===== src/rtl/sram_cyc_pkg.sv =====
package sram_cyc_pkg;

  typedef enum logic [2:0] {
    PH_IDLE,
    PH_SETUP,
    PH_STROBE,
    PH_RECOV,
    PH_RD_ACC,
    PH_RD_TURN
  } phase_e;

  // Round a nanosecond figure up to whole clock cycles.
  function automatic int ns_to_cyc(input int ns, input int period);
    return (ns + period - 1) / period;
  endfunction

  function automatic int imax(input int a, input int b);
    return (a > b) ? a : b;
  endfunction

endpackage


===== src/rtl/sram_phase_timer.sv =====
module sram_phase_timer #(
  parameter int CNT_W = 4
) (
  input  logic             clk,
  input  logic             rst,
  input  logic             load,
  input  logic [CNT_W-1:0] load_val,
  output logic             expired
);

  logic [CNT_W-1:0] cnt_q;

  always_ff @(posedge clk) begin
    if (rst)                cnt_q <= '0;
    else if (load)          cnt_q <= load_val;
    else if (cnt_q != '0)   cnt_q <= cnt_q - 1'b1;
  end

  // Asserted during the last cycle of a phase.
  assign expired = (cnt_q == '0);

endmodule


===== src/rtl/sram_pin_reg.sv =====
module sram_pin_reg
  import sram_cyc_pkg::*;
#(
  parameter int ADDR_W      = 17,
  parameter int DATA_W      = 16,
  parameter bit WRITE_BY_WE = 1'b1
) (
  input  logic              clk,
  input  logic              rst,
  input  phase_e            phase_d,
  input  logic              accept,
  input  logic [ADDR_W-1:0] req_addr,
  input  logic [DATA_W-1:0] req_wdata,
  output logic              ce_n,
  output logic              we_n,
  output logic              oe_n,
  output logic              dq_oe,
  output logic              ready,
  output logic [ADDR_W-1:0] addr,
  output logic [DATA_W-1:0] dq_o
);

  logic nxt_ce_n, nxt_we_n, nxt_oe_n, nxt_dq_oe;

  // Pins decoded from the next phase, then registered, so the pads
  // line up with the phase register and carry no decode glitches.
  always_comb begin
    nxt_ce_n  = 1'b1;
    nxt_we_n  = 1'b1;
    nxt_oe_n  = 1'b1;
    nxt_dq_oe = 1'b0;
    case (phase_d)
      PH_SETUP: begin
        nxt_ce_n  = !WRITE_BY_WE;
        nxt_we_n  = WRITE_BY_WE;
        nxt_dq_oe = 1'b1;
      end
      PH_STROBE: begin
        nxt_ce_n  = 1'b0;
        nxt_we_n  = 1'b0;
        nxt_dq_oe = 1'b1;
      end
      PH_RECOV: begin
        nxt_ce_n  = !WRITE_BY_WE;
        nxt_we_n  = WRITE_BY_WE;
        nxt_dq_oe = 1'b1;
      end
      PH_RD_ACC: begin
        nxt_ce_n  = 1'b0;
        nxt_oe_n  = 1'b0;
      end
      default: ;
    endcase
  end

  always_ff @(posedge clk) begin
    if (rst) begin
      ce_n  <= 1'b1;
      we_n  <= 1'b1;
      oe_n  <= 1'b1;
      dq_oe <= 1'b0;
      ready <= 1'b1;
      addr  <= '0;
      dq_o  <= '0;
    end else begin
      ce_n  <= nxt_ce_n;
      we_n  <= nxt_we_n;
      oe_n  <= nxt_oe_n;
      dq_oe <= nxt_dq_oe;
      ready <= (phase_d == PH_IDLE);
      if (accept) begin
        addr <= req_addr;
        dq_o <= req_wdata;
      end
    end
  end

endmodule


===== src/rtl/sram_cycle_ctl.sv =====
module sram_cycle_ctl
  import sram_cyc_pkg::*;
#(
  parameter int CLK_PERIOD_NS = 8,
  parameter int ADDR_W        = 17,
  parameter int DATA_W        = 16,
  parameter bit WRITE_BY_WE   = 1'b1,
  parameter int T_WP_NS       = 65,
  parameter int T_AW_NS       = 75,
  parameter int T_DW_NS       = 35,
  parameter int T_WC_NS       = 85,
  parameter int T_WR_WE_NS    = 5,
  parameter int T_WR_CE_NS    = 15,
  parameter int T_DH_WE_NS    = 0,
  parameter int T_DH_CE_NS    = 10,
  parameter int T_AA_NS       = 85,
  parameter int T_ACE_NS      = 85,
  parameter int T_OE_NS       = 45,
  parameter int T_RC_NS       = 85,
  parameter int T_HZ_NS       = 35
) (
  input  logic              clk,
  input  logic              rst,
  input  logic              req_valid,
  input  logic              req_write,
  input  logic [ADDR_W-1:0] req_addr,
  input  logic [DATA_W-1:0] req_wdata,
  output logic              req_ready,
  output logic              rsp_valid,
  output logic [DATA_W-1:0] rsp_rdata,
  output logic              sram_ce_n,
  output logic              sram_we_n,
  output logic              sram_oe_n,
  output logic [ADDR_W-1:0] sram_addr,
  output logic [DATA_W-1:0] sram_dq_o,
  output logic              sram_dq_oe,
  input  logic [DATA_W-1:0] sram_dq_i
);

  localparam int P       = CLK_PERIOD_NS;
  localparam int C_WP    = ns_to_cyc(T_WP_NS, P);
  localparam int C_AW    = ns_to_cyc(T_AW_NS, P);
  localparam int C_DW    = ns_to_cyc(T_DW_NS, P);
  localparam int C_WC    = ns_to_cyc(T_WC_NS, P);
  localparam int C_WR    = ns_to_cyc(WRITE_BY_WE ? T_WR_WE_NS : T_WR_CE_NS, P);
  localparam int C_DH    = ns_to_cyc(WRITE_BY_WE ? T_DH_WE_NS : T_DH_CE_NS, P);
  localparam int C_ACC   = imax(imax(ns_to_cyc(T_AA_NS, P), ns_to_cyc(T_ACE_NS, P)),
                                ns_to_cyc(T_OE_NS, P));
  localparam int C_RC    = ns_to_cyc(T_RC_NS, P);
  localparam int C_HZ    = ns_to_cyc(T_HZ_NS, P);

  // One setup cycle precedes the strobe; address is valid from there on.
  localparam int N_STROBE = imax(imax(imax(C_WP, C_AW - 1), C_DW), 1);
  localparam int N_RECOV  = imax(imax(imax(C_WR, C_DH), C_WC - 1 - N_STROBE), 1);
  localparam int N_ACC    = imax(C_ACC, 1);
  localparam int N_TURN   = imax(imax(C_HZ, C_RC - N_ACC), 1);
  localparam int N_MAX    = imax(imax(N_STROBE, N_RECOV), imax(N_ACC, N_TURN));
  localparam int CNT_W    = $clog2(N_MAX + 1);

  localparam logic [CNT_W-1:0] L_SETUP  = '0;
  localparam logic [CNT_W-1:0] L_STROBE = CNT_W'(N_STROBE - 1);
  localparam logic [CNT_W-1:0] L_RECOV  = CNT_W'(N_RECOV - 1);
  localparam logic [CNT_W-1:0] L_ACC    = CNT_W'(N_ACC - 1);
  localparam logic [CNT_W-1:0] L_TURN   = CNT_W'(N_TURN - 1);

  phase_e           phase_q, phase_d;
  logic             accept, capture, tmr_load, tmr_done;
  logic [CNT_W-1:0] tmr_val;

  assign accept = req_valid && (phase_q == PH_IDLE);

  always_comb begin
    phase_d  = phase_q;
    tmr_load = 1'b0;
    tmr_val  = '0;
    capture  = 1'b0;
    case (phase_q)
      PH_IDLE: if (req_valid) begin
        tmr_load = 1'b1;
        if (req_write) begin
          phase_d = PH_SETUP;
          tmr_val = L_SETUP;
        end else begin
          phase_d = PH_RD_ACC;
          tmr_val = L_ACC;
        end
      end
      PH_SETUP: if (tmr_done) begin
        phase_d  = PH_STROBE;
        tmr_load = 1'b1;
        tmr_val  = L_STROBE;
      end
      PH_STROBE: if (tmr_done) begin
        phase_d  = PH_RECOV;
        tmr_load = 1'b1;
        tmr_val  = L_RECOV;
      end
      PH_RECOV: if (tmr_done) phase_d = PH_IDLE;
      PH_RD_ACC: if (tmr_done) begin
        capture  = 1'b1;
        phase_d  = PH_RD_TURN;
        tmr_load = 1'b1;
        tmr_val  = L_TURN;
      end
      PH_RD_TURN: if (tmr_done) phase_d = PH_IDLE;
      default: phase_d = PH_IDLE;
    endcase
  end

  always_ff @(posedge clk) begin
    if (rst) phase_q <= PH_IDLE;
    else     phase_q <= phase_d;
  end

  sram_phase_timer #(.CNT_W(CNT_W)) u_timer (
    .clk      (clk),
    .rst      (rst),
    .load     (tmr_load),
    .load_val (tmr_val),
    .expired  (tmr_done)
  );

  sram_pin_reg #(
    .ADDR_W      (ADDR_W),
    .DATA_W      (DATA_W),
    .WRITE_BY_WE (WRITE_BY_WE)
  ) u_pins (
    .clk       (clk),
    .rst       (rst),
    .phase_d   (phase_d),
    .accept    (accept),
    .req_addr  (req_addr),
    .req_wdata (req_wdata),
    .ce_n      (sram_ce_n),
    .we_n      (sram_we_n),
    .oe_n      (sram_oe_n),
    .dq_oe     (sram_dq_oe),
    .ready     (req_ready),
    .addr      (sram_addr),
    .dq_o      (sram_dq_o)
  );

  // Read data taken on the edge that closes the access phase.
  always_ff @(posedge clk) begin
    if (rst) begin
      rsp_valid <= 1'b0;
      rsp_rdata <= '0;
    end else begin
      rsp_valid <= capture;
      if (capture) rsp_rdata <= sram_dq_i;
    end
  end

endmodule


===== config.mk =====
export PLATFORM = sky130hd
export DESIGN_NAME = sram_cycle_ctl
export DESIGN_NICKNAME = d
export VERILOG_FILES = /design/src/rtl/sram_cyc_pkg.sv /design/src/rtl/sram_phase_timer.sv /design/src/rtl/sram_pin_reg.sv /design/src/rtl/sram_cycle_ctl.sv
export SDC_FILE = /design/constraint.sdc
export NUM_CORES = 1
export LEC_CHECK = 0
export CORE_MARGIN = 5
export CORE_UTILIZATION = 44
export CTS_BUF_LIST = sky130_fd_sc_hd__clkbuf_16
export DETAILED_ROUTE_END_ITERATION = 8
export PLACE_DENSITY = 0.84
export SYNTH_ARGS = -nofsm -noshare
export SYNTH_HDL_FRONTEND = slang
export SYNTH_SLANG_ARGS = --single-unit

===== constraint.sdc =====
create_clock -name clk -period 2.7 [get_ports clk]
set_clock_uncertainty 0.05 [all_clocks]
set_input_delay 0.27 -clock clk [delete_from_list [all_inputs] [get_ports clk]]
set_output_delay 0.27 -clock clk [all_outputs]
set_load 0.01 [all_outputs]

# [Word-level counts from Yosys, hierarchy flattened]
# Index checks and enable logic that the tools add are counted.
[word_totals] reg_bits=62 latchBits=0 ram_bits=0 romBits=0 out_inout_bits=55 memories=0
[classes] add_sub_neg=1 n_mul=0 div=0 magnitude_cmp=0 eq_ne=9 shift=0 n_mux=22 n_bitwise=0 reduce_logical=10
[op_table] operator="3-bit 2-to-1 mux" n=7
[op_table] operator="4-bit 2-to-1 mux" n=5
[op_table] operator="3-bit one-hot mux with 5 select lines" n=1
[op_table] operator="3-bit by 2-bit == test with 1-bit output (second input constant)" n=4
[op_table] operator="4-bit one-hot mux with 3 select lines" n=1
[op_table] operator="3-bit == test (second input constant)" n=3
[op_table] operator="1-bit 2-to-1 mux" n=7
[op_table] operator="3-bit by 1-bit == test with 1-bit output (second input constant)" n=2
[op_table] operator="3-bit logical NOT" n=2
[op_table] operator="3-bit OR reduction" n=2
[op_table] operator="4-bit logical NOT" n=1
[op_table] operator="4-bit nonzero test" n=1
[op_table] operator="4-bit OR reduction" n=1
[op_table] operator="4-bit by 1-bit subtractor with 4-bit output (second input constant)" n=1
[op_table] operator="1-bit one-hot mux with 2 select lines" n=1
[op_table] operator="2-bit nonzero test" n=1
[op_table] operator="2-bit OR reduction" n=1
[op_table] operator="1-bit logical AND" n=1

# [Depth between registers and ports, before layout]
# Gate-level depths: netlist of run 1.
[logic_depth] word_depth=6 mapped_depth=8

# [By module]
# Synthesis of run 1 repeated with hierarchy kept, for this count alone.
[unflattened] hier_cells=250 hier_area_um2=2472.4
[by_module_without_submodules] module="sram_pin_reg" instances=1 cells_per_inst=121 area_per_inst_um2=1363.8
[by_module_without_submodules] module="sram_cycle_ctl" instances=1 cells_per_inst=105 area_per_inst_um2=879.6
[by_module_without_submodules] module="sram_phase_timer" instances=1 cells_per_inst=24 area_per_inst_um2=229.0

# [Least setup slack after synthesis of run 1]
# OpenSTA, ideal clock, no wires.
[synth_timing] path_kind="register to register" from="reg u_timer.cnt_q[0]" to="reg u_timer.cnt_q[1]" setup_time_ps=103 t_arrival_ps=1484 required_time_ps=2547 path_slack_ps=1063 stages_incl_launch_ff=6 path_cell_list="dfxtp_1 inv_1 ha_1 or3b_2 and3_1 a2111oi_2"
[synth_via] elab_chain_len=4
[synth_rtl] element="start, declared" line_no="sram_phase_timer.sv:11" text="logic [CNT_W-1:0] cnt_q;"
[synth_rtl] element="start signal, assigned" line_no="sram_phase_timer.sv:15" text="else if (load) cnt_q <= load_val;"
[synth_rtl] element="start signal, assigned" line_no="sram_phase_timer.sv:16" text="else if (cnt_q != '0) cnt_q <= cnt_q - 1'b1;"
[synth_rtl] element="parallel branches: the longest is 4 deep, another holds 4-bit by 1-bit subtractor with 4-bit output"
# Parallel ways; which one is timed is not known. The select of a mux whose other input is x is not followed.
# A chain may end at the register's enable or synchronous reset.

# [Final worst setup path of run 1]
[layout_timing] from="reg phase_q[2]" to="reg rsp_rdata[8]"
[layout_via] elab_chain_len=2
[layout_rtl] element="start, declared" line_no="sram_cycle_ctl.sv:66" text="phase_e phase_q, phase_d;"
[layout_rtl] element="start signal, assigned" line_no="sram_cycle_ctl.sv:112" text="else phase_q <= phase_d;"
[layout_rtl] element="3-bit == test" line_no="sram_cycle_ctl.sv:77" text="case (phase_q)"
[layout_rtl] element="1-bit 2-to-1 mux" line_no="sram_cycle_ctl.sv:77"
[layout_rtl] element="end signal, assigned" line_no="sram_cycle_ctl.sv:150" text="if (capture) rsp_rdata <= sram_dq_i;"
[layout_rtl] element="end, declared" line_no="sram_cycle_ctl.sv:30" text="output logic [DATA_W-1:0] rsp_rdata,"
# No other way between the ends.

==> tab_implementation.tex, run 1 <==
\begin{tabular}{lr}
\hline
Metric & Value \\
\hline
\multicolumn{2}{l}{\textbf{Drt}} \\
First DRT Iteration DRCs & 80 \\
Count of antenna-violating nets left after detailed routing & 0 \\
Count of vias placed by the detailed router & 2346 \\
Vias per cell & 5.00 \\
WL/cell & 13.9 um \\
WL final & 6.54 mm \\
Number of DRC violations after detailed routing & 0 \\
Pre-antenna DRT Iters & 4 \\
\multicolumn{2}{l}{\textbf{Power and ir drop}} \\
Power Density & 963 mW/mm2 \\
Relative contribution of sequential cells to total power & 0.364 \\
Peak ir drop on the vdd network & 0.580 mV \\
Switching power share of the total & 0.335 \\
Internal Pwr Total & 0.00239 W \\
Sw Pwr & 0.00120 W \\
Share of power burned in combinational logic & 0.363 \\
Clock Power Share & 0.273 \\
LEAKAGE & 1.37 nW \\
\multicolumn{2}{l}{\textbf{CTS}} \\
Root Buffer Master & sky130\_fd\_sc\_hd\_\_clkbuf\_16 \\
Buffers from clock root to sink, at most & 2 \\
Hold\_buf cts & 0 \\
Number of instances resized during post-cts repair & 0 \\
Clk slew on worst S/H paths & 0.05 ns \\
Num CTS Buffers & 9 \\
Number of setup buffers added after CTS & 0 \\
H-tree depth reported by CTS & 3 \\
TritonCTS Sinks & 62 \\
Clock Latency Late Sink & 0.32 ns \\
TritonCTS clock tree & built \\
\multicolumn{2}{l}{\textbf{Worst setup path}} \\
Data arrival at the endpoint of the critical path & 2.08 ns \\
Critical path launch point type & flop \\
Kind of end point of the critical path & flop \\
Critical path peak fanout & 16 \\
Worst endpoint required time & 2.89 ns \\
CP Class & reg -> reg \\
\multicolumn{2}{l}{\textbf{Placed design}} \\
Input/output buffers & 107 \\
\# placed instances & 453 \\
Pre-CTS setup slack & 0.805 ns \\
Placed inst area & 0.00347 mm2 \\
Weighted congestion at the end of routability-driven global placement & 0.832 \\
Final HPWL from detailed placement & 4.61 mm \\
\multicolumn{2}{l}{\textbf{Timing}} \\
Maximum clock frequency & 0.531 GHz \\
Number of hold-slack violations in the final timing report & 0 \\
Worst slew slack as a fraction of its limit & 0.603 \\
Tmin final & 1.88 ns \\
Number of failing setup endpoints in the final timing report & 0 \\
Final Cycle Share & 0.698 \\
Setup repair after global routing missed its margin & no \\
Worst Max-Slew Pin Slew & 0.595 ns \\
Final Max Tran Viols & 0 \\
Fin Setup TNS & 0 ns \\
Final critical-path setup slack & 0.816 ns \\
\multicolumn{2}{l}{\textbf{Yosys}} \\
Net count of the mapped netlist & 345 \\
Sequential share of the synthesized area & 0.525 \\
Parity-gate share of the synthesized area counting xor and xnor cells & 0.00742 \\
Post-synthesis mux area share & 0.00900 \\
Arithmetic-cell share of the synthesized area counting full adders, half adders and majority gates & 0.00530 \\
Compound-Gate Fraction of Synth Area & 0.167 \\
Yosys warning total & 0 \\
Distinct cell type count after synthesis & 36 \\
Synth Area in Simple Gates & 0.249 \\
Largest family of logic cells by synthesized area & simple AND/OR/NAND/NOR gates \\
Post-synth design cell area & 0.00236 mm2 \\
Avg Inst Size Synth & 8.12 um2 \\
Instance count of the mapped netlist & 291 \\
Synth Register Bits & 62 \\
\multicolumn{2}{l}{\textbf{Final layout}} \\
Final design area excluding fillers & 0.00373 mm2 \\
FF/Latch Area & 0.00124 mm2 \\
Filler Cells Inserted & 394 \\
Total inserted antenna cells & 0 \\
Final cell count without fillers & 469 \\
Number of nets in the finished design & 448 \\
Area used by multi-input combinational logic & 0.00103 mm2 \\
Share of post-route cells with drive strength above 1 & 0.0576 \\
Area Overhead vs Synth & 57.7\% \\
\multicolumn{2}{l}{\textbf{Run status}} \\
Run status & completed \\
\multicolumn{2}{l}{\textbf{Floorplan}} \\
Number of I/O pins & 108 \\
Row Count & 26 \\
Floorplan die area & 0.00693 mm2 \\
Initial standard-cell utilization of the core & 0.457 \\
Width of the die & 83.3 um \\
Area of the placeable core & 0.00517 mm2 \\
Vertical die dimension & 83.3 um \\
\multicolumn{2}{l}{\textbf{Global routing}} \\
Wire length of the first global-routing pass & 10.7 mm \\
Vias in the first global route & 2212 \\
Total overflow reported by the global router & 0 \\
Antenna violations before repair & 0 \\
Maximum number of pins on one net before global-route repair & 34 \\
Overall routing resource usage & 0.191 \\
\multicolumn{2}{l}{\textbf{Flow run}} \\
Max capacitance violation total & 0 \\
\multicolumn{2}{l}{\textbf{Min path}} \\
Worst hold path type & in -> reg \\
\hline
\end{tabular}
-- per-stage QoR --
stage | total power [W] | util | hold WS (ns)
2_1_floorplan | 0.00206 | - | 0.356
3_3_place_gp | 0.00260 | 0.670 | 0.391
3_5_place_dp | 0.00264 | 0.670 | 0.396
4_1_cts | 0.00363 | 0.720 | 0.375
5_1_grt | 0.00383 | 0.720 | 0.412
6_report | 0.00359 | 0.720 | 0.378
-- logic make-up (layout without fill, tap and decap cells) --
family / count (synthesis) / count (layout)
AO/OA/AOI/OAI: 71 / 71
flip-flops: 62 / 62
buffers and inverters: 21 / 129
XOR/XNOR: 2 / 2
adder cells (fa/ha/maj): 1 / 1
multiplexers: 2 / 2
AND/OR/NAND/NOR: 132 / 132
-- synthesized netlist by cell type --
cell type | instances | area, um2
sky130_fd_sc_hd__and3_1 | 1 | 6.26
sky130_fd_sc_hd__a21o_1 | 1 | 7.51
sky130_fd_sc_hd__a211o_1 | 3 | 26.3
sky130_fd_sc_hd__nor2b_1 | 2 | 12.5
sky130_fd_sc_hd__mux2_2 | 1 | 11.3
sky130_fd_sc_hd__buf_2 | 3 | 15.0
sky130_fd_sc_hd__o21ai_1 | 1 | 5.00
sky130_fd_sc_hd__ha_1 | 1 | 12.5
sky130_fd_sc_hd__nand2_1 | 103 | 387
sky130_fd_sc_hd__nand2b_1 | 5 | 31.3
sky130_fd_sc_hd__nor4b_4 | 1 | 23.8
sky130_fd_sc_hd__nor3b_1 | 1 | 7.51
sky130_fd_sc_hd__nor3_1 | 3 | 15.0
sky130_fd_sc_hd__dfxtp_1 | 62 | 1240
sky130_fd_sc_hd__o21bai_1 | 1 | 7.51
sky130_fd_sc_hd__and4bb_2 | 1 | 12.5
sky130_fd_sc_hd__nand3_1 | 2 | 10.0
sky130_fd_sc_hd__nand3b_1 | 1 | 7.51
sky130_fd_sc_hd__and2_1 | 1 | 6.26
sky130_fd_sc_hd__nor2_1 | 5 | 18.8
sky130_fd_sc_hd__mux2i_1 | 1 | 10.0
sky130_fd_sc_hd__inv_1 | 2 | 7.51
sky130_fd_sc_hd__and4bb_1 | 1 | 12.5
sky130_fd_sc_hd__a2111oi_2 | 1 | 15.0
sky130_fd_sc_hd__or3_1 | 1 | 6.26
sky130_fd_sc_hd__xnor2_1 | 2 | 17.5
sky130_fd_sc_hd__or3b_2 | 1 | 8.76
sky130_fd_sc_hd__nor4_1 | 2 | 12.5
sky130_fd_sc_hd__clkbuf_1 | 15 | 56.3
sky130_fd_sc_hd__buf_4 | 1 | 7.51
sky130_fd_sc_hd__a21oi_1 | 54 | 270
sky130_fd_sc_hd__or4b_1 | 1 | 10.0
sky130_fd_sc_hd__o21a_1 | 2 | 15.0
sky130_fd_sc_hd__a211oi_1 | 3 | 22.5
sky130_fd_sc_hd__o21ai_0 | 4 | 20.0
sky130_fd_sc_hd__o22ai_1 | 1 | 6.26
-- power by group through the flow --
stage | sequential (W) | clock (W) | combinational (W)
after global routing | 0.00134 | 0.00105 | 0.00145
final | 0.00131 | 0.000980 | 0.00130
after floorplan | 0.00134 | 0 | 0.000718
after detailed placement | 0.00132 | 0 | 0.00132
after CTS | 0.00130 | 0.00100 | 0.00133
after global placement | 0.00131 | 0 | 0.00129
-- worst paths after layout --
kind / from / endpoint / slack (ns) / depth (start not counted)
setup / recovery: phase_q[2]$_SDFF_PP0_ / rsp_rdata[8]$_SDFFE_PP0P_ / 0.82 / 4
setup reg to reg: phase_q[2]$_SDFF_PP0_ / rsp_rdata[8]$_SDFFE_PP0P_ / 0.82 / 4
hold reg to reg: rsp_rdata[15]$_SDFFE_PP0P_ / rsp_rdata[15]$_SDFFE_PP0P_ / 0.40 / 2
hold / removal: rst / u_pins.dq_o[3]$_SDFFE_PP0P_ / 0.38 / 2
-- cell type report --
type,instances,area share
timing repair buffer,111,0.294
clock buffer,9,0.0604
multi-input combinational,208,0.278
clock inverter,7,0.00907
tap,70,0.0235
sequential,62,0.333
inverter,2,0.00201
-- metal layers --
metal  wire length, um  GRT usage  vias up
li1                  -          -     1174
met1              2810      0.239     1064
met2              2970      0.288       95
met3               604     0.0673       13
met4               151     0.0966        0
met5                 0          0        -
-- cells in the final DEF, fill, tap and decap left out, drive strengths merged, types with 2 or more instances in the layout --
cell and n:
clkbuf 9, a21oi 54, buf 5, xnor2 2, o21a 2, dfxtp 62
a211o 3, clkinv 4, o21ai 5, nor4 2, a211oi 3, nand2 103
nand3 2, nor2 5, clkdlybuf4s50 106, inv 4, nor3 3, nand2b 5
and4bb 2, nor2b 2
-- registers in the layout, indices dropped and copies added, names as in the netlist --
register	count
u_pins.addr	17
u_pins.dq_oe	1
rsp_rdata	16
u_timer.cnt_q	4
u_pins.ready	1
u_pins.ce_n	1
u_pins.oe_n	1
u_pins.dq_o	16
phase_q	3
u_pins.we_n	1
rsp_valid	1
-- critical path: stages (launching register included) --
cell and delay, ns:
sky130_fd_sc_hd__dfxtp_1 0.65, sky130_fd_sc_hd__and4bb_1 0.36, sky130_fd_sc_hd__and2_1 0.49, sky130_fd_sc_hd__nand2_1 0.12, sky130_fd_sc_hd__a21oi_1 0.14
(Power assumes the default switching activity.)
==> run 2: changes to the inputs <==
- CORE_UTILIZATION: 44 -> 37
- PLACE_DENSITY: 0.84 -> 0.76
- clock period: 2.7 -> 1.6 ns (I/O delays scaled with it)
==> run 2 against run 1 <==
  * Flip-flop and latch count is the same
  * Worst hold slack lost 0.14 ns
  * Cell count grew 4.3%
  * Sequential power grew 66%
  * Global-route usage shrank 3.1 points
  * Clock-buffer cell count is the same
  * Utilization shrank 8.9 points
  * Maximum frequency grew 21%
  * Die area grew 17%
  * Wire length grew 2.3%
  * Combinational power grew 100%
  * Largest power group is now combinational logic
==> tab_implementation.tex, run 2 (synthesis gave the netlist of run 1 again) <==
\begin{tabular}{lr}
\hline
Metric & Value \\
\hline
\multicolumn{2}{l}{\textbf{Run status}} \\
Run status & completed \\
\multicolumn{2}{l}{\textbf{Power and ir drop}} \\
Relative contribution of sequential cells to total power & 0.323 (-0.041) \\
Power Density & 1690 mW/mm2 (+76\%) \\
Switching power share of the total & 0.328 (-0.00686) \\
Share of power burned in combinational logic & 0.396 (+0.033) \\
Internal Pwr Total & 0.00451 W (+89\%) \\
LEAKAGE & 1.46 nW (+6.6\%) \\
Sw Pwr & 0.00220 W (+83\%) \\
Clock Power Share & 0.280 (+0.007) \\
Peak ir drop on the vdd network & 0.811 mV (+40\%) \\
Power consumption & 0.00671 W (+87\%) \\
\multicolumn{2}{l}{\textbf{Final layout}} \\
Total inserted antenna cells & 0 (unchanged) \\
Filler Cells Inserted & 543 (+38\%) \\
Share of post-route cells with drive strength above 1 & 0.126 (+0.0686) \\
Final cell count without fillers & 489 (+4.3\%) \\
Regs by FF count & u\_pins.addr: 17 flops, rsp\_rdata: 16 flops, u\_pins.dq\_o: 16 flops \\
Flip-flop count of the largest register, all copies and words added & 17 (unchanged) \\
Final design area excluding fillers & 0.00396 mm2 (+6.4\%) \\
Top library cells by usage in the layout, fill and taps aside & sky130\_fd\_sc\_hd\_\_clkdlybuf4s50\_1, sky130\_fd\_sc\_hd\_\_nand2\_1, sky130\_fd\_sc\_hd\_\_dfxtp\_1 \\
Area Overhead vs Synth & 67.8\% \\
Number of nets in the finished design & 461 (+2.9\%) \\
Register name with the most flops & u\_pins.addr \\
Most common cell after layout, fill and taps aside & sky130\_fd\_sc\_hd\_\_clkdlybuf4s50\_1 \\
\multicolumn{2}{l}{\textbf{Placed design}} \\
Input/output buffers & 107 (unchanged) \\
Final HPWL from detailed placement & 4.84 mm (+5.1\%) \\
Pre-CTS setup slack & -0.0607 ns (-0.866 ns) \\
\# placed instances & 473 (+4.4\%) \\
Placed inst area & 0.00362 mm2 (+4.5\%) \\
Weighted congestion at the end of routability-driven global placement & 0.856 (+2.8\%) \\
\multicolumn{2}{l}{\textbf{CTS}} \\
Num CTS Buffers & 9 (unchanged) \\
Root Buffer Master & sky130\_fd\_sc\_hd\_\_clkbuf\_16 \\
Buffers from clock root to sink, at most & 2 (unchanged) \\
Clk slew on worst S/H paths & 0.06 ns (about the same) \\
Number of setup buffers added after CTS & 0 (unchanged) \\
Hold\_buf cts & 0 (unchanged) \\
Clock Latency Late Sink & 0.31 ns (about the same) \\
H-tree depth reported by CTS & 3 (unchanged) \\
TritonCTS Sinks & 62 (unchanged) \\
TritonCTS clock tree & built \\
\multicolumn{2}{l}{\textbf{Drt}} \\
Count of vias placed by the detailed router & 2351 (+0.21\%) \\
Vias per cell & 4.81 (-3.9\%) \\
WL final & 6.69 mm (+2.3\%) \\
Pre-antenna DRT Iters & 4 (unchanged) \\
Count of antenna-violating nets left after detailed routing & 0 (unchanged) \\
WL/cell & 13.7 um (-1.9\%) \\
Number of DRC violations after detailed routing & 0 (unchanged) \\
First DRT Iteration DRCs & 100 (+25\%) \\
\multicolumn{2}{l}{\textbf{Floorplan}} \\
Area of the placeable core & 0.00628 mm2 (+21\%) \\
Floorplan die area & 0.00808 mm2 (+17\%) \\
Number of I/O pins & 108 (unchanged) \\
Vertical die dimension & 89.9 um (+8.0\%) \\
Initial standard-cell utilization of the core & 0.376 (-0.0804) \\
Row Count & 29 (+12\%) \\
Width of the die & 89.9 um (+8.0\%) \\
\multicolumn{2}{l}{\textbf{Timing}} \\
Final Max Tran Viols & 0 (unchanged) \\
Worst slew slack as a fraction of its limit & 0.658 (+0.0557) \\
Final critical-path setup slack & 0.0481 ns (-0.768 ns) \\
Tmin final & 1.55 ns (-0.332 ns) \\
Setup repair after global routing missed its margin & yes \\
Number of hold-slack violations in the final timing report & 0 (unchanged) \\
Number of failing setup endpoints in the final timing report & 0 (unchanged) \\
Maximum clock frequency & 0.644 GHz (+21\%) \\
Worst Max-Slew Pin Slew & 0.512 ns (-0.0822 ns) \\
Final Cycle Share & 0.970 (+0.272) \\
\multicolumn{2}{l}{\textbf{Worst setup path}} \\
Kind of end point of the critical path & flop \\
Worst reg2reg path endpoint & u\_timer.cnt\_q[2]\$\_SDFFE\_PP0P\_ \\
Crit path cell chain & inv\_2 > ha\_4 > or4b\_4 > a21oi\_2 > nand2b\_4 > o22ai\_1 \\
RR Startpoint & u\_timer.cnt\_q[1]\$\_SDFFE\_PP0P\_ \\
Critical path peak fanout & 6 (-10) \\
CP Class & reg -> reg \\
Highest cell delay on the worst timing path & 0.49 ns (-0.16 ns) \\
Data arrival at the endpoint of the critical path & 1.68 ns (-0.40 ns) \\
Worst endpoint required time & 1.73 ns (-1.16 ns) \\
Critical path launch point type & flop \\
Minimum setup slack among reg-to-reg paths & 0.05 ns (-0.77 ns) \\
Cell type of the slowest stage on the worst timing path & sky130\_fd\_sc\_hd\_\_or4b\_4 \\
Worst reg2reg path depth & 6 (+2) \\
\multicolumn{2}{l}{\textbf{Global routing}} \\
Wire length of the first global-routing pass & 10.8 mm (+0.78\%) \\
Vias in the first global route & 2280 (+3.1\%) \\
Antenna violations before repair & 0 (unchanged) \\
Maximum number of pins on one net before global-route repair & 34 (unchanged) \\
Overall routing resource usage & 0.160 (-0.0311) \\
Total overflow reported by the global router & 0 (unchanged) \\
\multicolumn{2}{l}{\textbf{Min path}} \\
Origin of the worst min-delay path & rst \\
Cell depth of the worst hold path & 2 (unchanged) \\
Worst-case hold path end point & rsp\_valid\$\_SDFF\_PP0\_ \\
Worst hold path type & in -> reg \\
\multicolumn{2}{l}{\textbf{Flow run}} \\
Max capacitance violation total & 0 (unchanged) \\
\hline
\end{tabular}
-- run 2: repair_timing --
action                                  in CTS  in global routing
resized for setup                            3                 13
endpoints found under the setup margin       6                 41
pin swaps                                    0                  2
-- run 2: how the worst max path moves through the flow --
stage	from	endpoint	slack, ns
2_1_floorplan	u_timer.cnt_q[0]$_SDFFE_PP0P_	u_timer.cnt_q[1]$_SDFFE_PP0P_	0.02
3_3_place_gp	req_valid	u_pins.oe_n$_SDFF_PP1_	-0.06
3_5_place_dp	req_valid	u_pins.oe_n$_SDFF_PP1_	-0.06
4_1_cts	u_timer.cnt_q[1]$_SDFFE_PP0P_	u_timer.cnt_q[2]$_SDFFE_PP0P_	0.002
5_1_grt	u_timer.cnt_q[1]$_SDFFE_PP0P_	u_timer.cnt_q[2]$_SDFFE_PP0P_	-0.02
6_report	u_timer.cnt_q[1]$_SDFFE_PP0P_	u_timer.cnt_q[2]$_SDFFE_PP0P_	0.05
-- run 2: power by group through the flow --
stage | Sequential, W | Combinational, W | Clock (W)
after floorplan | 0.00227 | 0.00123 | 0
after global placement | 0.00216 | 0.00251 | 0
after detailed placement | 0.00218 | 0.00256 | 0
after CTS | 0.00215 | 0.00261 | 0.00194
after global routing | 0.00222 | 0.00291 | 0.00202
final | 0.00217 | 0.00266 | 0.00188
-- run 2: per-stage QoR --
stage	hold WS (ns)	TNS [ns]	utilization
6_report	0.240	0	0.631
5_1_grt	0.265	-0.0170	0.631
4_1_cts	0.239	0	0.626
3_5_place_dp	0.398	-0.490	0.577
3_3_place_gp	0.391	-0.174	0.577
2_1_floorplan	0.246	0	-
-- run 2: cell type report --
type	count	area [um2]	share of cell area
flip-flops and latches	62	1240	0.314
repair buffers	124	1230	0.312
multi-input cells	208	1080	0.273
clock buffers	9	225	0.0568
well taps	77	96.3	0.0243
clock inverters	7	72.6	0.0183
inverters	2	7.51	0.00189
-- run 2: layer usage --
| layer | wire length (um) | share of wire | up-vias | GRT usage |
|---|---|---|---|---|
| met5 | 0 | 0 | - | 0 |
| met4 | 128 | 0.019 | 0 | 0.0806 |
| met3 | 628 | 0.094 | 9 | 0.0701 |
| met2 | 3120 | 0.47 | 76 | 0.247 |
| met1 | 2810 | 0.42 | 1065 | 0.187 |
| li1 | - | - | 1201 | - |
-- run 2: worst max-delay path: cells and delay by family, from the launching register on --
family                   cells  cell delay (ns)
AND/OR/NAND/NOR              2             0.64
flip-flops                   1             0.33
AO/OA/AOI/OAI                2             0.20
adder cells (fa/ha/maj)      1             0.14
buffers and inverters        1             0.06
==> run 3: changes to the inputs <==
- CORE_UTILIZATION: 37 -> 38
- SLEW_MARGIN: default -> 20
- SYNTH_HIERARCHICAL: default -> 1
==> run 3 against run 2 <==
  * The run now ends with setup timing left
  * Die area rose by 1.7%
  * Clock-buffer cell count did not move
  * Critical path depth rose by 3
  * Global-route usage rose by 0.33 points
  * Synthesized cell count fell by 14%
  * Clock power rose by 5%
  * Area after synthesis rose by 4.7%
  * Largest power group unchanged
==> tab_implementation.tex, run 3 <==
\begin{tabular}{lr}
\hline
Metric & Value \\
\hline
\multicolumn{2}{l}{\textbf{Run status}} \\
Run status & finished, violations left \\
Violations in the final reports & setup timing \\
\multicolumn{2}{l}{\textbf{CTS}} \\
H-tree depth reported by CTS & 3 (unchanged) \\
Buffers from clock root to sink, at most & 2 (unchanged) \\
TritonCTS Sinks & 62 (unchanged) \\
Root Buffer Master & sky130\_fd\_sc\_hd\_\_clkbuf\_16 \\
Num CTS Buffers & 9 (unchanged) \\
TritonCTS clock tree & built \\
Clock Latency Late Sink & 0.32 ns (about the same) \\
Clk slew on worst S/H paths & 0.05 ns (about the same) \\
\multicolumn{2}{l}{\textbf{Timing}} \\
Tmin final & 1.84 ns (+0.291 ns) \\
Final critical-path setup slack & -0.243 ns (-0.291 ns) \\
Number of hold-slack violations in the final timing report & 0 (unchanged) \\
Worst Max-Slew Pin Slew & 0.568 ns (+0.0558 ns) \\
Setup repair after global routing missed its margin & yes \\
Worst slew slack as a fraction of its limit & 0.621 (-0.0372) \\
Final Max Tran Viols & 0 (unchanged) \\
Final Cycle Share & 1.15 (+0.182) \\
Maximum clock frequency & 0.543 GHz (-16\%) \\
Number of failing setup endpoints in the final timing report & 26 (+26) \\
\multicolumn{2}{l}{\textbf{Min path}} \\
Worst-case hold path end point & u\_pins/addr[2]\$\_SDFFE\_PP0P\_ \\
Worst hold path type & in -> reg \\
Cell depth of the worst hold path & 2 (unchanged) \\
Origin of the worst min-delay path & rst \\
\multicolumn{2}{l}{\textbf{Yosys}} \\
Top FF cell, synth & sky130\_fd\_sc\_hd\_\_dfxtp\_1 \\
Top cells by area, synth & sky130\_fd\_sc\_hd\_\_dfxtp\_1, sky130\_fd\_sc\_hd\_\_mux2i\_1, sky130\_fd\_sc\_hd\_\_nor2\_1, sky130\_fd\_sc\_hd\_\_nand2\_1, sky130\_fd\_sc\_hd\_\_buf\_12 \\
Commonest cells in the netlist & sky130\_fd\_sc\_hd\_\_dfxtp\_1, sky130\_fd\_sc\_hd\_\_nor2\_1, sky130\_fd\_sc\_hd\_\_nand2\_1 \\
Biggest area consumer among synthesized cells & sky130\_fd\_sc\_hd\_\_dfxtp\_1 \\
Avg Inst Size Synth & 9.89 um2 (+22\%) \\
Async set or reset register ratio after synthesis & 0 (unchanged) \\
Number of enable-type register cells in the synthesized netlist & 0 (unchanged) \\
Sequential share of the synthesized area & 0.502 (-0.0234) \\
Post-synth design cell area & 0.00247 mm2 (+4.7\%) \\
Synth Register Bits & 62 (unchanged) \\
Net count of the mapped netlist & 304 (-12\%) \\
Distinct cell type count after synthesis & 38 (+5.6\%) \\
Area fraction of the dominant cell type after synthesis & 0.502 (-0.0234) \\
Instance count of the mapped netlist & 250 (-14\%) \\
Yosys warning total & 6 (+6) \\
Most frequent cell after synthesis & sky130\_fd\_sc\_hd\_\_dfxtp\_1 \\
\multicolumn{2}{l}{\textbf{Worst setup path}} \\
Critical path launch point type & flop \\
RR Startpoint & u\_timer/cnt\_q[1]\$\_SDFFE\_PP0P\_ \\
Critical path peak fanout & 5 (-1) \\
Minimum setup slack among reg-to-reg paths & -0.24 ns (-0.29 ns) \\
Kind of end point of the critical path & flop \\
Data arrival at the endpoint of the critical path & 2.02 ns (+0.34 ns) \\
CP Class & reg -> reg \\
Worst reg2reg path depth & 9 (+3) \\
Worst endpoint required time & 1.78 ns (+0.05 ns) \\
Worst reg2reg path endpoint & u\_timer/cnt\_q[3]\$\_SDFFE\_PP0P\_ \\
\multicolumn{2}{l}{\textbf{Floorplan}} \\
Number of I/O pins & 108 (unchanged) \\
Area of the placeable core & 0.00635 mm2 (+1.2\%) \\
Initial standard-cell utilization of the core & 0.389 (+0.0130) \\
Vertical die dimension & 90.7 um (+0.84\%) \\
Width of the die & 90.7 um (+0.84\%) \\
Row Count & 29 (unchanged) \\
Floorplan die area & 0.00822 mm2 (+1.7\%) \\
\multicolumn{2}{l}{\textbf{Drt}} \\
First DRT Iteration DRCs & 54 (-46\%) \\
WL/cell & 14.5 um (+5.7\%) \\
WL final & 6.73 mm (+0.55\%) \\
Count of antenna-violating nets left after detailed routing & 0 (unchanged) \\
Vias per cell & 4.73 (-1.5\%) \\
Number of DRC violations after detailed routing & 0 (unchanged) \\
Count of vias placed by the detailed router & 2201 (-6.4\%) \\
Pre-antenna DRT Iters & 4 (unchanged) \\
\multicolumn{2}{l}{\textbf{Global routing}} \\
Total overflow reported by the global router & 0 (unchanged) \\
Vias in the first global route & 2218 (-2.7\%) \\
Maximum number of pins on one net before global-route repair & 32 (-5.9\%) \\
Antenna violations before repair & 0 (unchanged) \\
Wire length of the first global-routing pass & 10.9 mm (+1.2\%) \\
Overall routing resource usage & 0.163 (+0.00329) \\
\multicolumn{2}{l}{\textbf{Final layout}} \\
Total inserted antenna cells & 0 (unchanged) \\
Number of nets in the finished design & 438 (-5.0\%) \\
Register name with the most flops & u\_pins/addr \\
Area Overhead vs Synth & 78.5\% \\
Final cell count without fillers & 465 (-4.9\%) \\
Filler Cells Inserted & 454 (-16\%) \\
Flip-flop count of the largest register, all copies and words added & 17 (unchanged) \\
Most common cell after layout, fill and taps aside & sky130\_fd\_sc\_hd\_\_clkdlybuf4s50\_1 \\
Regs by FF count & u\_pins/addr: 17 flops, rsp\_rdata: 16 flops, u\_pins/dq\_o: 16 flops \\
Share of post-route cells with drive strength above 1 & 0.294 (+0.168) \\
Top library cells by usage in the layout, fill and taps aside & sky130\_fd\_sc\_hd\_\_clkdlybuf4s50\_1, sky130\_fd\_sc\_hd\_\_dfxtp\_1, sky130\_fd\_sc\_hd\_\_nor2\_1 \\
\multicolumn{2}{l}{\textbf{Placed design}} \\
Final HPWL from detailed placement & 4.51 mm (-6.8\%) \\
Input/output buffers & 107 (unchanged) \\
Weighted congestion at the end of routability-driven global placement & 0.766 (-11\%) \\
\# placed instances & 443 (-6.3\%) \\
Pre-CTS setup slack & -0.246 ns (-0.186 ns) \\
\multicolumn{2}{l}{\textbf{Power and ir drop}} \\
Power consumption & 0.00753 W (+12\%) \\
LEAKAGE & 1.74 nW (+19\%) \\
Power Density & 1710 mW/mm2 (+0.76\%) \\
Peak ir drop on the vdd network & 0.807 mV (-0.46\%) \\
\multicolumn{2}{l}{\textbf{Flow run}} \\
Max capacitance violation total & 0 (unchanged) \\
\hline
\end{tabular}
run 3: timing repair:
| action | 4_1_cts | 5_1_grt |
|---|---|---|
| buffers inserted | 5 | 2 |
| gates cloned | 1 | 0 |
| setup endpoints to repair | 26 | 62 |
| pin swaps | 4 | 11 |
| hold buffers | 0 | 0 |
| resized for setup | 20 | 21 |
run 3: where the power goes:
group          switching [W]  internal, W  total [W]
Sequential          0.000230      0.00188    0.00211
Clock               0.000630      0.00134    0.00197
Combinational        0.00145      0.00201    0.00346
Total                0.00231      0.00522    0.00753
run 3: area by class of cell:
class	count	area (um2)	area share
multi-input cells	168	1320	0.300
clock buffers	9	225	0.0510
repair buffers	139	1420	0.321
flip-flops and latches	62	1250	0.283
clock inverters	6	77.6	0.0176
inverters	4	27.5	0.00624
well taps	77	96.3	0.0218
run 3: through the flow:
stage	util	hold slack, ns	TNS, ns	cell area (um2)
6_report	0.695	0.271	-3.81	4410
4_1_cts	0.677	0.240	-3.30	4300
2_1_floorplan	-	0.189	-1.17	2570
3_3_place_gp	0.601	0.392	-4.87	3810
5_1_grt	0.695	0.293	-6.89	4410
3_5_place_dp	0.601	0.396	-6.87	3810
run 3: logic make-up after synthesis:
group | Yosys count | share of synthesized area
adder cells (fa/ha/maj) | 1 | 0.00506
other | 1 | 0.00152
flip-flops | 62 | 0.502
AO/OA/AOI/OAI | 27 | 0.0754
XOR/XNOR | 3 | 0.0106
AND/OR/NAND/NOR | 101 | 0.192
buffers and inverters | 20 | 0.0714
multiplexers | 35 | 0.142
run 3: how the worst max path moves through the flow:
stage                     cells past startpoint                            end                          start  slack (ns)
after global routing                         10        u_pins/ready$_SDFF_PP1_  u_timer/cnt_q[0]$_SDFFE_PP0P_       -0.36
after floorplan                               7  u_timer/cnt_q[3]$_SDFFE_PP0P_  u_timer/cnt_q[1]$_SDFFE_PP0P_       -0.15
final                                         9  u_timer/cnt_q[3]$_SDFFE_PP0P_  u_timer/cnt_q[1]$_SDFFE_PP0P_       -0.24
after detailed placement                      8         u_pins/ce_n$_SDFF_PP1_  u_timer/cnt_q[1]$_SDFFE_PP0P_       -0.25
after global placement                        8         u_pins/ce_n$_SDFF_PP1_  u_timer/cnt_q[1]$_SDFFE_PP0P_       -0.17
after CTS                                    10         u_pins/ce_n$_SDFF_PP1_  u_timer/cnt_q[1]$_SDFFE_PP0P_       -0.21
run 3: metal layers:
| layer | vias to the layer above | track usage | share of wire |
|---|---|---|---|
| met5 | - | 0 | 0 |
| met4 | 0 | 0.0558 | 0.015 |
| met3 | 9 | 0.0692 | 0.085 |
| met2 | 93 | 0.253 | 0.46 |
| met1 | 992 | 0.201 | 0.44 |
| li1 | 1107 | - | - |
run 3: critical path, stage by stage (launching register included):
cell and delay, ns:
sky130_fd_sc_hd__dfxtp_2 0.33, sky130_fd_sc_hd__inv_2 0.05, sky130_fd_sc_hd__ha_4 0.15, sky130_fd_sc_hd__nor3b_4 0.14
sky130_fd_sc_hd__buf_6 0.13, sky130_fd_sc_hd__nor4bb_4 0.15, sky130_fd_sc_hd__a31oi_4 0.18, sky130_fd_sc_hd__o31ai_4 0.12
sky130_fd_sc_hd__or2_4 0.27, sky130_fd_sc_hd__o32ai_2 0.19
